File: config.mk
export PLATFORM = sky130hd
export DESIGN_NAME = i2c_scl_timer
export DESIGN_NICKNAME = d
export VERILOG_FILES = /design/src/rtl/scl_pkg.sv /design/src/rtl/scl_rst_sync.sv /design/src/rtl/scl_span_timer.sv /design/src/rtl/i2c_scl_timer.sv
export SDC_FILE = /design/constraint.sdc
export NUM_CORES = 1
export LEC_CHECK = 0
export BUFFER_PORTS_ARGS = -buffer_cell sky130_fd_sc_hd__buf_2
export CAP_MARGIN = 25
export CORE_MARGIN = 2
export CORE_UTILIZATION = 40
export DETAILED_ROUTE_END_ITERATION = 8
export GPL_TIMING_DRIVEN = 0
export PLACE_DENSITY = 0.67
export SYNTH_ARGS = -nofsm -noshare
export SYNTH_HDL_FRONTEND = slang
export SYNTH_HIERARCHICAL = 1
export SYNTH_SLANG_ARGS = --single-unit
File: constraint.sdc
create_clock -name clk -period 0.98 [get_ports clk]
set_input_delay 0 -clock clk [delete_from_list [all_inputs] [get_ports clk]]
set_output_delay 0 -clock clk [all_outputs]
set_load 0.005 [all_outputs]
File: src/rtl/scl_pkg.sv
package scl_pkg;

  typedef enum logic [1:0] {
    ST_IDLE = 2'd0,
    ST_LOW  = 2'd1,
    ST_WAIT = 2'd2,
    ST_HIGH = 2'd3
  } scl_state_e;

  localparam int unsigned NUM_TIMERS = 2;
  localparam int unsigned TMR_MASTER = 0;
  localparam int unsigned TMR_SETUP  = 1;

endpackage

File: src/rtl/scl_rst_sync.sv
module scl_rst_sync #(
  parameter int unsigned STAGES = 2
) (
  input  logic clk,
  input  logic rst_n,
  output logic rst_sync_n
);

  logic [STAGES-1:0] sync_q;

  always_ff @(posedge clk or negedge rst_n) begin
    if (!rst_n) begin
      sync_q <= '0;
    end else begin
      sync_q <= {sync_q[STAGES-2:0], 1'b1};
    end
  end

  assign rst_sync_n = sync_q[STAGES-1];

endmodule

File: src/rtl/scl_span_timer.sv
module scl_span_timer #(
  parameter int unsigned TICK_DIV = 10,
  parameter int unsigned FIELD_W  = 8
) (
  input  logic               clk,
  input  logic               rst_n,
  input  logic               load_i,
  input  logic [FIELD_W-1:0] ticks_i,
  output logic               done_o
);

  localparam int unsigned SUB_W = (TICK_DIV > 1) ? $clog2(TICK_DIV) : 1;
  localparam logic [SUB_W-1:0]   SUB_TOP = SUB_W'(TICK_DIV - 1);
  localparam logic [FIELD_W-1:0] ONE     = FIELD_W'(1);

  logic [SUB_W-1:0]   sub_q, sub_d;
  logic [FIELD_W-1:0] rem_q, rem_d;
  logic               busy_q, busy_d;
  logic               cnt_en;
  logic               sub_last;

  assign sub_last = (sub_q == '0);
  assign done_o   = busy_q && sub_last && (rem_q == ONE);
  assign cnt_en   = load_i || busy_q;

  always_comb begin
    sub_d  = sub_q;
    rem_d  = rem_q;
    busy_d = busy_q;
    if (load_i) begin
      sub_d  = SUB_TOP;
      rem_d  = (ticks_i == '0) ? ONE : ticks_i;
      busy_d = 1'b1;
    end else if (busy_q) begin
      if (sub_last) begin
        sub_d = SUB_TOP;
        if (rem_q == ONE) begin
          busy_d = 1'b0;
        end else begin
          rem_d = rem_q - ONE;
        end
      end else begin
        sub_d = sub_q - SUB_W'(1);
      end
    end
  end

  always_ff @(posedge clk or negedge rst_n) begin
    if (!rst_n) begin
      sub_q  <= '0;
      rem_q  <= '0;
      busy_q <= 1'b0;
    end else if (cnt_en) begin
      sub_q  <= sub_d;
      rem_q  <= rem_d;
      busy_q <= busy_d;
    end
  end

endmodule

File: src/rtl/i2c_scl_timer.sv
module i2c_scl_timer
  import scl_pkg::*;
#(
  parameter int unsigned TICK_DIV   = 10,
  parameter int unsigned FIELD_W    = 8,
  parameter int unsigned RST_STAGES = 2
) (
  input  logic               clk,
  input  logic               rst_n,
  input  logic               run_i,
  input  logic [FIELD_W-1:0] high_ticks_i,
  input  logic [FIELD_W-1:0] low_ticks_i,
  input  logic               scl_line_i,
  input  logic               setup_start_i,
  output logic               scl_drive_low_o,
  output logic               phase_stb_o,
  output logic               setup_done_o
);

  logic       rst_core_n;
  scl_state_e state_q, state_d;
  logic       stb_q, stb_d;
  logic       mst_load;
  logic       sel_high;

  logic               load_v  [NUM_TIMERS];
  logic [FIELD_W-1:0] ticks_v [NUM_TIMERS];
  logic               done_v  [NUM_TIMERS];

  scl_rst_sync #(.STAGES(RST_STAGES)) u_rst_sync (
    .clk        (clk),
    .rst_n      (rst_n),
    .rst_sync_n (rst_core_n)
  );

  // Timer 0 times master phases, timer 1 times the slave-side setup interval.
  always_comb begin
    load_v[TMR_MASTER]  = mst_load;
    ticks_v[TMR_MASTER] = sel_high ? high_ticks_i : low_ticks_i;
    load_v[TMR_SETUP]   = setup_start_i;
    ticks_v[TMR_SETUP]  = low_ticks_i;
  end

  for (genvar g = 0; g < NUM_TIMERS; g++) begin : g_tmr
    scl_span_timer #(
      .TICK_DIV (TICK_DIV),
      .FIELD_W  (FIELD_W)
    ) u_tmr (
      .clk     (clk),
      .rst_n   (rst_core_n),
      .load_i  (load_v[g]),
      .ticks_i (ticks_v[g]),
      .done_o  (done_v[g])
    );
  end

  always_comb begin
    state_d  = state_q;
    stb_d    = 1'b0;
    mst_load = 1'b0;
    sel_high = 1'b0;
    unique case (state_q)
      ST_IDLE: begin
        if (run_i) begin
          state_d  = ST_LOW;
          mst_load = 1'b1;
          stb_d    = 1'b1;
        end
      end
      ST_LOW: begin
        if (done_v[TMR_MASTER]) begin
          state_d = run_i ? ST_WAIT : ST_IDLE;
        end
      end
      ST_WAIT: begin
        if (!run_i) begin
          state_d = ST_IDLE;
        end else if (scl_line_i) begin
          state_d  = ST_HIGH;
          mst_load = 1'b1;
          sel_high = 1'b1;
          stb_d    = 1'b1;
        end
      end
      ST_HIGH: begin
        if (done_v[TMR_MASTER]) begin
          if (run_i) begin
            state_d  = ST_LOW;
            mst_load = 1'b1;
            stb_d    = 1'b1;
          end else begin
            state_d = ST_IDLE;
          end
        end
      end
      default: state_d = ST_IDLE;
    endcase
  end

  always_ff @(posedge clk or negedge rst_core_n) begin
    if (!rst_core_n) begin
      state_q <= ST_IDLE;
      stb_q   <= 1'b0;
    end else begin
      state_q <= state_d;
      stb_q   <= stb_d;
    end
  end

  assign scl_drive_low_o = (state_q == ST_LOW);
  assign phase_stb_o     = stb_q;
  assign setup_done_o    = done_v[TMR_SETUP];

endmodule

==> flow_summary_export.csv, run 1 <==
group,metric,value,unit
yosys,muxShareOfSynthArea,6.59,%
worst_setup_path,critPathMaxFanout,4,
sta,hold_violations,0,
die,core,4790,sq um
status,violations,"negative setup slack",
yosys,yosysSeqAreaShare,38.5,%
yosys,async_flop_share,100,%
worst_setup_path,arrival,2200,ps
cts,ctsRootBufferMaster,"clkbuf_8",
status,outcome,"complete, but fails checks",
worst_setup_path,cp.buffers_inverters,0,
yosys,synth_compound_area_share,13.9,%
drt,firstDrtPassIters,4,
cts,h-tree-depth,2,
sta,fin_skew,6.48,ps
die,fp-row-count,25,
yosys,ys_ff_latch,31,
sta,holdWs,2.70,ps
worst_setup_path,cp_slowest_cell,"or4_4",
worst_setup_path,r2r-start,"state_q[0]",
worst_setup_path,cp_data_required_time,1180,ps
drt,drc,0,
die,ios,24,
cts,clk_latency,280,ps
sta,rsz0062_at_grt,"true",
cts,ctsLongestPathBuffers,2,
layout,fin_nets,316,
drt,via_count,1813,
yosys,synth_common_cells,"31 x dfrtp_1, 21 x nand2_1, 21 x nor2_1, 18 x o21ai_0, 16 x inv_1",
yosys,syn_area,2010,sq um
place,place_area,2320,sq um
drt,ant_nets,0,
sta,fin_crit_sh,204,%
yosys,synthFlopType,"dfrtp_1",
global_route,grt_max_degree,20,
drt,detail_route.wirelength,5110,um
yosys,synth_top_area_share,38.5,%
yosys,synth-xor-area-share,3.48,%
layout,drive_gt1_share,44.4,%
layout,stdcell_area,2900,sq um
global_route,grt_pass1_vias,1797,
worst_setup_path,cp_top_family,"simple AND/OR/NAND/NOR gates",
yosys,syn_inst,212,
pwr,p_leak,1.25,nW
place,place_congestion,0.945,
cts,clkSinkCount,31,
sta,worstMarginPinSlew,533,ps
cts,cts_tree,"built",
yosys,yosys-top-cells-area,"dfrtp_1 39%, mux2_2 5.6%, ha_1 5.0%, o21ai_0 4.5%, nand2_1 3.9%",
global_route,grt_pass1_wl,8080,um
pwr,power.density,1750,nW/um^2
die,dieArea,5620,sq um
sta,slew_headroom,64.4,%
layout,antenna_cells,0,
cts,clk_pin_slew,70,ps
yosys,synth_top_family_by_area,"simple AND/OR/NAND/NOR gates",
worst_hold_path,hold_start,"low_ticks_i[0]",
worst_setup_path,crit_chain,"nor2b_4, nand3_4, mux2_4, or4_4, nor4_4, o21ai_1, o21ai_1",
sta,worst_slack,-1020,ps
drt,drt-initial-drc-count,82,
yosys,synth.most_common_cell,"dfrtp_1",
die,die_h,74.9,um
worst_setup_path,worst_setup_path_start_kind,"register",
worst_setup_path,setup.worst_path.start,"state_q[0]",
yosys,synth_fp_nets,241,
sta,post-route-min-period,2000,ps
yosys,yosys_warnings,6,
job,cap_violations,0,
global_route,antenna_found_initial,0,
pwr,ir_drop,1170,uV
sta,max_freq,500,MHz
yosys,synth_top_area_cell,"dfrtp_1",
yosys,synth_edf_count,0,
drt,viasPerCell,5.11,
sta,finalMaxSlewViolations,0,
drt,wl_per_cell,14.4,um
worst_setup_path,critPathKind,"register to register",
global_route,grtUsageTotal,19.0,%
worst_hold_path,holdCritPathClass,"input port to register",
cts,cts_made_buffers,5,
yosys,synthSimpleGateAreaFrac,28.2,%
worst_setup_path,crit_path_frequent_cell,"o21ai_1",
worst_setup_path,end_kind,"register",
place,hpwlAfterDp,3310,um
die,start_util,42.1,%
global_route,gr-total-overflow,0,
worst_setup_path,max_stage_delay,550,ps
place,io_buffers,23,
yosys,yosysUniqueCellTypes,40,
layout,area_growth,44.1,%
die,dieWidth,74.9,um
yosys,syn_area_per_cell,9.50,sq um
yosys,synth_adder_area_share,4.97,%
sta,setup_viol,31,
## tightest hold or removal path, stage by stage
cell     delay, ps
buf_2           90
o21ai_0         70
o21ai_1         80
## cell type report
type | count | area (sq um)
Timing Repair Buffer | 68 | 515
Buffer | 4 | 32.5
Fill cell | 424 | 1880
Multi-Input combinational cell | 161 | 1350
Inverter | 16 | 62.6
Tap cell | 67 | 83.8
Sequential cell | 31 | 778
Clock buffer | 7 | 76.3
Clock inverter | 1 | 5.00
## routing by layer
| layer | share of wire [%] | global-route usage, % | wire length, um |
|---|---|---|---|
| met1 | 45 | 23.0 | 2280 |
| met4 | 0.68 | 4.17 | 35 |
| met5 | 0 | 0 | 0 |
| met3 | 3.7 | 4.02 | 189 |
| met2 | 51 | 34.6 | 2600 |
## path summary, 6_finish.rpt
path	to	slack, ps	depth (start not counted)
min in group asynchronous	u_rst_sync/sync_q[1]	50	2
setup / recovery	g_tmr[0].u_tmr/rem_q[0]	-1020	7
hold / removal	g_tmr[1].u_tmr/rem_q[0]	3	3
setup reg to reg	g_tmr[0].u_tmr/rem_q[0]	-1020	7
hold reg to reg	state_q[1]	220	0
max in group asynchronous	state_q[0]	270	1
## logic make-up after synthesis
logic type | count (synthesis)
other | 1
buffers and inverters | 20
AO/OA/AOI/OAI | 44
adder cells (fa/ha/maj) | 8
XOR/XNOR | 8
AND/OR/NAND/NOR | 88
multiplexers | 12
flip-flops | 31
## power by group
part	switching, W	total, W	internal (W)
logic	0.000949	0.00204	0.00109
clock network	0.000467	0.000965	0.000498
registers	0.000464	0.00207	0.00161
total	0.00188	0.00508	0.00320
## metrics by stage
stage / worst slack (ps) / std cells / util (%) / setup TNS (ps) / total power [W]
floorplan: -873 / 212 / - / -15990 / 0.00321
finish: -1020 / 355 / 60.6 / -20010 / 0.00508
global placement: -1110 / 302 / 48.0 / -30950 / 0.00353
detailed placement: -1120 / 303 / 48.6 / -21570 / 0.00361
CTS: -1030 / 345 / 57.9 / -19390 / 0.00496
global route: -1100 / 355 / 60.6 / -22600 / 0.00546
## state kept, by name (all words and copies together), names as in the netlist
| signal | count |
|---|---|
| g_tmr.u_tmr/rem_q | 16 |
| g_tmr.u_tmr/sub_q | 8 |
| g_tmr.u_tmr/busy_q | 2 |
| state_q | 2 |
| u_rst_sync/sync_q | 2 |
| phase_stb_o | 1 |
## layout by cell type (no fill, tap or decap), types with 3 or more instances in the layout
master         instances
a211oi_2               3
a21oi_1                5
buf_2                 22
buf_4                 34
buf_6                  6
clkbuf_1               3
clkbuf_8               6
dfrtp_1               29
dlygate4sd3_1          7
ha_1                   4
ha_4                   4
inv_1                  8
inv_2                  7
mux2_2                 9
nand2_1               20
nand3_1                8
nor2_1                20
nor2b_1                3
o21ai_0                7
o21ai_1               13
or3_1                  4
or4_1                  3
xnor2_1                3
xor2_1                 4
## what timing repair did
item / in CTS / in global routing
hold endpoints to repair: 8 / 0
endpoints found under the setup margin: 31 / 31
resized for setup: 25 / 13
cloned: 0 / 0
setup buffers: 27 / 11
pin swaps: 18 / 13
hold buffers: 7 / 0
(Power assumes the default switching activity.)
==> run 2, diff against run 1 <==
BUFFER_PORTS_ARGS = -buffer_cell sky130_fd_sc_hd__buf_4   (was -buffer_cell sky130_fd_sc_hd__buf_2)
MAX_ROUTING_LAYER = met4   (was default)
==> flow_summary_export.csv, run 2 (same netlist as run 1, synthesis figures left out) <==
group,metric,value,unit
drt,firstDrtPassIters,4,
layout,fin_nets,316,
layout,most-common-layout-cells,"53 x buf_4, 29 x dfrtp_1, 20 x nand2_1, 20 x nor2_1, 12 x o21ai_1",
layout,fillCellCount,401,
sta,fin_skew,9.00,ps
die,fp-row-count,25,
pwr,p_total,0.00549,W
cts,clkSinkCount,31,
worst_setup_path,cp_slowest_cell,"or4_4",
drt,detail_route.wirelength,5200,um
sta,rsz0062_at_grt,"true",
job,cap_violations,0,
worst_setup_path,crit_path_frequent_cell,"o21ai_1",
die,ios,24,
place,hpwlAfterDp,3380,um
sta,worst_slack,-994,ps
pwr,power.density,1820,nW/um^2
die,dieArea,5620,sq um
cts,clk_latency,290,ps
status,outcome,"complete, but fails checks",
drt,drt-initial-drc-count,73,
sta,slew_headroom,65.2,%
global_route,antenna_found_initial,0,
worst_setup_path,cp_data_required_time,1180,ps
cts,ctsRootBufferMaster,"clkbuf_8",
global_route,grt_pass1_vias,1964,
layout,stdcell_area,3010,sq um
worst_setup_path,arrival,2180,ps
cts,clk_pin_slew,60,ps
layout,largestRegisters,"g_tmr.u_tmr/rem_q (16), g_tmr.u_tmr/sub_q (8)",
cts,cts_tree,"built",
place,place_area,2380,sq um
drt,via_count,1833,
global_route,grtUsageTotal,20.9,%
place,place_congestion,0.990,
cts,ctsLongestPathBuffers,2,
sta,max_freq,507,MHz
worst_setup_path,max_stage_delay,550,ps
drt,drc,0,
status,violations,"negative setup slack",
global_route,grt_max_degree,20,
layout,area_growth,49.7,%
die,core,4790,sq um
worst_hold_path,hold_start,"low_ticks_i[7]",
sta,worstMarginPinSlew,522,ps
drt,wl_per_cell,14.7,um
layout,final-seq-area,778,sq um
sta,setup_viol,31,
worst_setup_path,critPathMaxFanout,5,
place,io_buffers,23,
sta,fin_crit_sh,201,%
layout,final_common_cell,"buf_4",
cts,h-tree-depth,2,
worst_setup_path,crit_chain,"nor2b_4, nand3_4, mux2_2, or4_4, nor4_4, o21ai_1, o21ai_1",
worst_setup_path,critPathKind,"register to register",
layout,largest_reg_flops,16,
worst_setup_path,end_kind,"register",
sta,hold_violations,0,
drt,ant_nets,0,
die,die_h,74.9,um
die,dieWidth,74.9,um
worst_setup_path,worst_setup_path_start_kind,"register",
layout,antenna_cells,0,
layout,top_register,"g_tmr.u_tmr/rem_q",
worst_setup_path,r2r-start,"state_q[1]",
drt,viasPerCell,5.16,
global_route,grt_pass1_wl,8660,um
pwr,p_leak,1.27,nW
sta,finalMaxSlewViolations,0,
worst_setup_path,setup.worst_path.start,"state_q[1]",
layout,multi_input_area,1360,sq um
cts,cts_made_buffers,5,
global_route,gr-total-overflow,0,
die,start_util,42.1,%
sta,post-route-min-period,1970,ps
worst_hold_path,holdCritPathClass,"input port to register",
pwr,ir_drop,1190,uV
layout,drive_gt1_share,43.8,%
place,place_ws,-1120,ps
-- run 2: cell types whose count changed in the layout (fill, tap and decap cells not counted), sizes merged --
| cell | previous run | this run |
|---|---|---|
| bufinv | 0 | 1 |
| buf | 63 | 60 |
| clkbuf | 9 | 8 |
| dlygate4sd3 | 7 | 10 |
-- run 2: timing repair --
item	CTS	global route
hold endpoints to repair	10	0
pin swaps	17	9
resized for setup	23	14
buffers inserted	28	6
setup endpoints to repair	31	31
gates cloned	0	0
hold buffers	10	0
-- run 2: per-stage QoR --
step / hold WS [ps] / utilization (%) / setup TNS, ps / std cells
after floorplan: -296 / - / -15990 / 212
after CTS: 8.37 / 60.4 / -19480 / 349
after detailed placement: -211 / 49.8 / -21300 / 303
final: 22.2 / 63.0 / -19500 / 355
after global routing: 31.8 / 63.0 / -22370 / 355
after global placement: -217 / 49.2 / -31340 / 302
-- run 2: routing by layer --
layer	routed length (um)	track usage (%)	vias to the layer above	part of all wire, %
met5	0	-	-	0
met1	2270	24.0	885	44
met3	136	3.75	13	2.6
met4	119	8.33	0	2.3
li1	-	-	903	-
met2	2670	35.8	32	51
-- run 2: power by group --
group          total, W  internal (W)  switching, W
combinational   0.00212       0.00115      0.000973
sequential      0.00207       0.00161      0.000463
clock           0.00130      0.000822      0.000481
-- run 2: path summary, 6_finish.rpt --
check / end / slack (ps) / cells past startpoint
max: g_tmr[0].u_tmr/rem_q[0] / -990 / 7
min: g_tmr[1].u_tmr/rem_q[7] / 20 / 3
max reg2reg: g_tmr[0].u_tmr/rem_q[0] / -990 / 7
min reg2reg: g_tmr[0].u_tmr/rem_q[5] / 220 / 0
max in group asynchronous: state_q[0] / 280 / 1
min in group asynchronous: u_rst_sync/sync_q[1] / 50 / 2
-- run 2: critical path: cells and delay by family (launching register included) --
kind,cells,cell delay (ps)
DFF,1,400
and+or+nand+nor,4,1010
muxes,1,300
AOI/OAI and AO/OA,2,180
-- run 2: final cells by class --
cell class	count	share of cell area (%)
Clock inverter	2	1.16
Buffer	4	1.08
Tap cell	67	2.78
Inverter	16	2.08
Sequential cell	31	25.8
Timing Repair Buffer	68	19.2
Multi-Input combinational cell	161	45.2
Clock buffer	6	2.74
==> run 3, diff against run 2 <==
MAX_ROUTING_LAYER = default   (was met4)
==> flow_summary_export.csv, run 3 (same netlist as run 1, synthesis figures left out) <==
group,metric,value,unit
drt,via_count,1849,
cts,ctsLongestPathBuffers,2,
sta,fin_crit_sh,199,%
worst_setup_path,arrival,2160,ps
global_route,grt_pass1_vias,1890,
worst_setup_path,crit_path_frequent_cell,"o21ai_1",
cts,h-tree-depth,2,
worst_setup_path,cp_data_required_time,1190,ps
global_route,grt_pass1_wl,8650,um
worst_setup_path,rr_worst_depth,7,
worst_setup_path,end_kind,"register",
pwr,p_total,0.00547,W
layout,fin_nets,316,
place,place_congestion,0.953,
place,io_buffers,23,
worst_setup_path,critPathMaxFanout,5,
layout,most-common-layout-cells,"52 x buf_4, 28 x dfrtp_1, 21 x nand2_1, 21 x nor2_1, 12 x o21ai_1",
drt,firstDrtPassIters,4,
worst_hold_path,min_to,"state_q[1]",
cts,cts_made_buffers,5,
pwr,p_leak,1.30,nW
worst_setup_path,cp_top_family,"simple AND/OR/NAND/NOR gates",
worst_setup_path,cp.buffers_inverters,0,
layout,fillCellCount,376,
worst_setup_path,cp_slowest_cell,"or4_4",
status,outcome,"complete, but fails checks",
sta,fin_skew,11.5,ps
worst_setup_path,critPathKind,"register to register",
die,dieWidth,74.9,um
global_route,grt_max_degree,19,
die,ios,24,
sta,post-route-min-period,1950,ps
cts,clk_pin_slew,70,ps
layout,final_common_cell,"buf_4",
sta,hold_violations,0,
global_route,grtUsageTotal,20.4,%
layout,fin_cells,355,
layout,area_growth,49.7,%
sta,worst_slack,-973,ps
layout,largest_reg_flops,16,
global_route,antenna_found_initial,0,
worst_setup_path,path_depth,7,
layout,drive_gt1_share,44.1,%
cts,cts_tree,"built",
sta,slew_headroom,63.4,%
die,fp-row-count,25,
global_route,gr-total-overflow,0,
die,dieArea,5620,sq um
worst_hold_path,holdPathStages,3,
layout,antenna_cells,0,
die,start_util,42.1,%
die,die_h,74.9,um
drt,drt-initial-drc-count,51,
worst_setup_path,r2r-start,"state_q[0]",
worst_setup_path,max_stage_delay,560,ps
pwr,ir_drop,1180,uV
pwr,power.density,1820,nW/um^2
drt,viasPerCell,5.21,
place,place_ws,-1140,ps
place,hpwlAfterDp,3320,um
die,core,4790,sq um
drt,drc,0,
job,cap_violations,0,
drt,wl_per_cell,14.5,um
worst_setup_path,crit_chain,"nor2b_4, nand3_4, mux2_4, or4_4, nor4_4, o21ai_1, o21ai_1",
cts,ctsRootBufferMaster,"clkbuf_8",
sta,worstMarginPinSlew,548,ps
sta,setup_viol,31,
sta,max_freq,512,MHz
worst_setup_path,worst_setup_path_start_kind,"register",
worst_setup_path,r2r-end,"g_tmr[0].u_tmr/rem_q[0]",
place,dp_cells,303,
sta,rsz0062_at_grt,"true",
worst_setup_path,r2r_slack,-970,ps
status,violations,"negative setup slack",
drt,ant_nets,0,
worst_hold_path,hold_start,"run_i",
cts,clkSinkCount,31,
worst_hold_path,holdCritPathClass,"input port to register",
layout,largestRegisters,"g_tmr.u_tmr/rem_q (16), g_tmr.u_tmr/sub_q (8)",
cts,clk_latency,280,ps
drt,detail_route.wirelength,5160,um
layout,top_register,"g_tmr.u_tmr/rem_q",
sta,finalMaxSlewViolations,0,
-- run 3: changes by cell type in the layout (fill, tap and decap cells not counted), sizes merged --
cell	before	now
buf	60	58
clkbuf	8	9
dlygate4sd3	10	11
-- run 3: where the power goes --
group / switching, W / internal [W] / leakage, nW
clock network: 0.000486 / 0.000822 / 0.0612
logic: 0.000943 / 0.00116 / 0.877
registers: 0.000457 / 0.00161 / 0.358
total: 0.00189 / 0.00359 / 1.30
-- run 3: worst register-to-register path, cell delays in order (launching register included) --
cell and delay (ps):
dfrtp_2 420, nor2b_4 150, nand3_4 110, mux2_4 320, or4_4 560, nor4_4 150, o21ai_1 90, o21ai_1 80
-- run 3: what timing repair did --
action                     4_1_cts  5_1_grt
hold buffers                    11        0
hold endpoints to repair        10        0
buffers inserted                28        4
cloned                           1        0
pin swaps                       25       10
setup endpoints to repair       31       31
resized for setup               30        8
-- run 3: how the worst max path moves through the flow --
stage	startpoint	end	slack, ps
after floorplan	state_q[0]	g_tmr[0].u_tmr/rem_q[0]	-870
after global placement	state_q[0]	g_tmr[0].u_tmr/rem_q[0]	-1110
after detailed placement	state_q[0]	g_tmr[0].u_tmr/rem_q[0]	-1140
after CTS	state_q[1]	g_tmr[0].u_tmr/rem_q[0]	-1040
after global routing	state_q[0]	g_tmr[0].u_tmr/rem_q[0]	-1050
final	state_q[0]	g_tmr[0].u_tmr/rem_q[0]	-970
-- run 3: layout make-up --
type,count,area [sq um],share of cell area [%]
Sequential cell,31,779,25.9
Inverter,16,62.6,2.08
Tap cell,67,83.8,2.78
Clock buffer,6,82.6,2.74
Multi-Input combinational cell,161,1360,45.2
Clock inverter,2,35.0,1.16
Timing Repair Buffer,68,577,19.1
Buffer,4,32.5,1.08
-- run 3: per-stage QoR --
step           cell area, sq um  util (%)  hold slack [ps]  TNS [ps]
5_1_grt                    3010      63.0             7.47    -22230
6_report                   3010      63.0             13.0    -19710
4_1_cts                    2950      61.6             11.0    -19430
3_3_place_gp               2350      49.2             -217    -30380
2_1_floorplan              2100         -             -296    -15990
3_5_place_dp               2380      49.8             -211    -21240
-- run 3: per-layer routing --
| metal | up-vias | global-route usage [%] | part of all wire (%) |
|---|---|---|---|
| met5 | - | 0 | 0 |
| met4 | 0 | 5.75 | 1.1 |
| met3 | 9 | 4.55 | 3.7 |
| met2 | 43 | 35.7 | 51 |
| met1 | 892 | 25.2 | 44 |
| li1 | 905 | - | - |
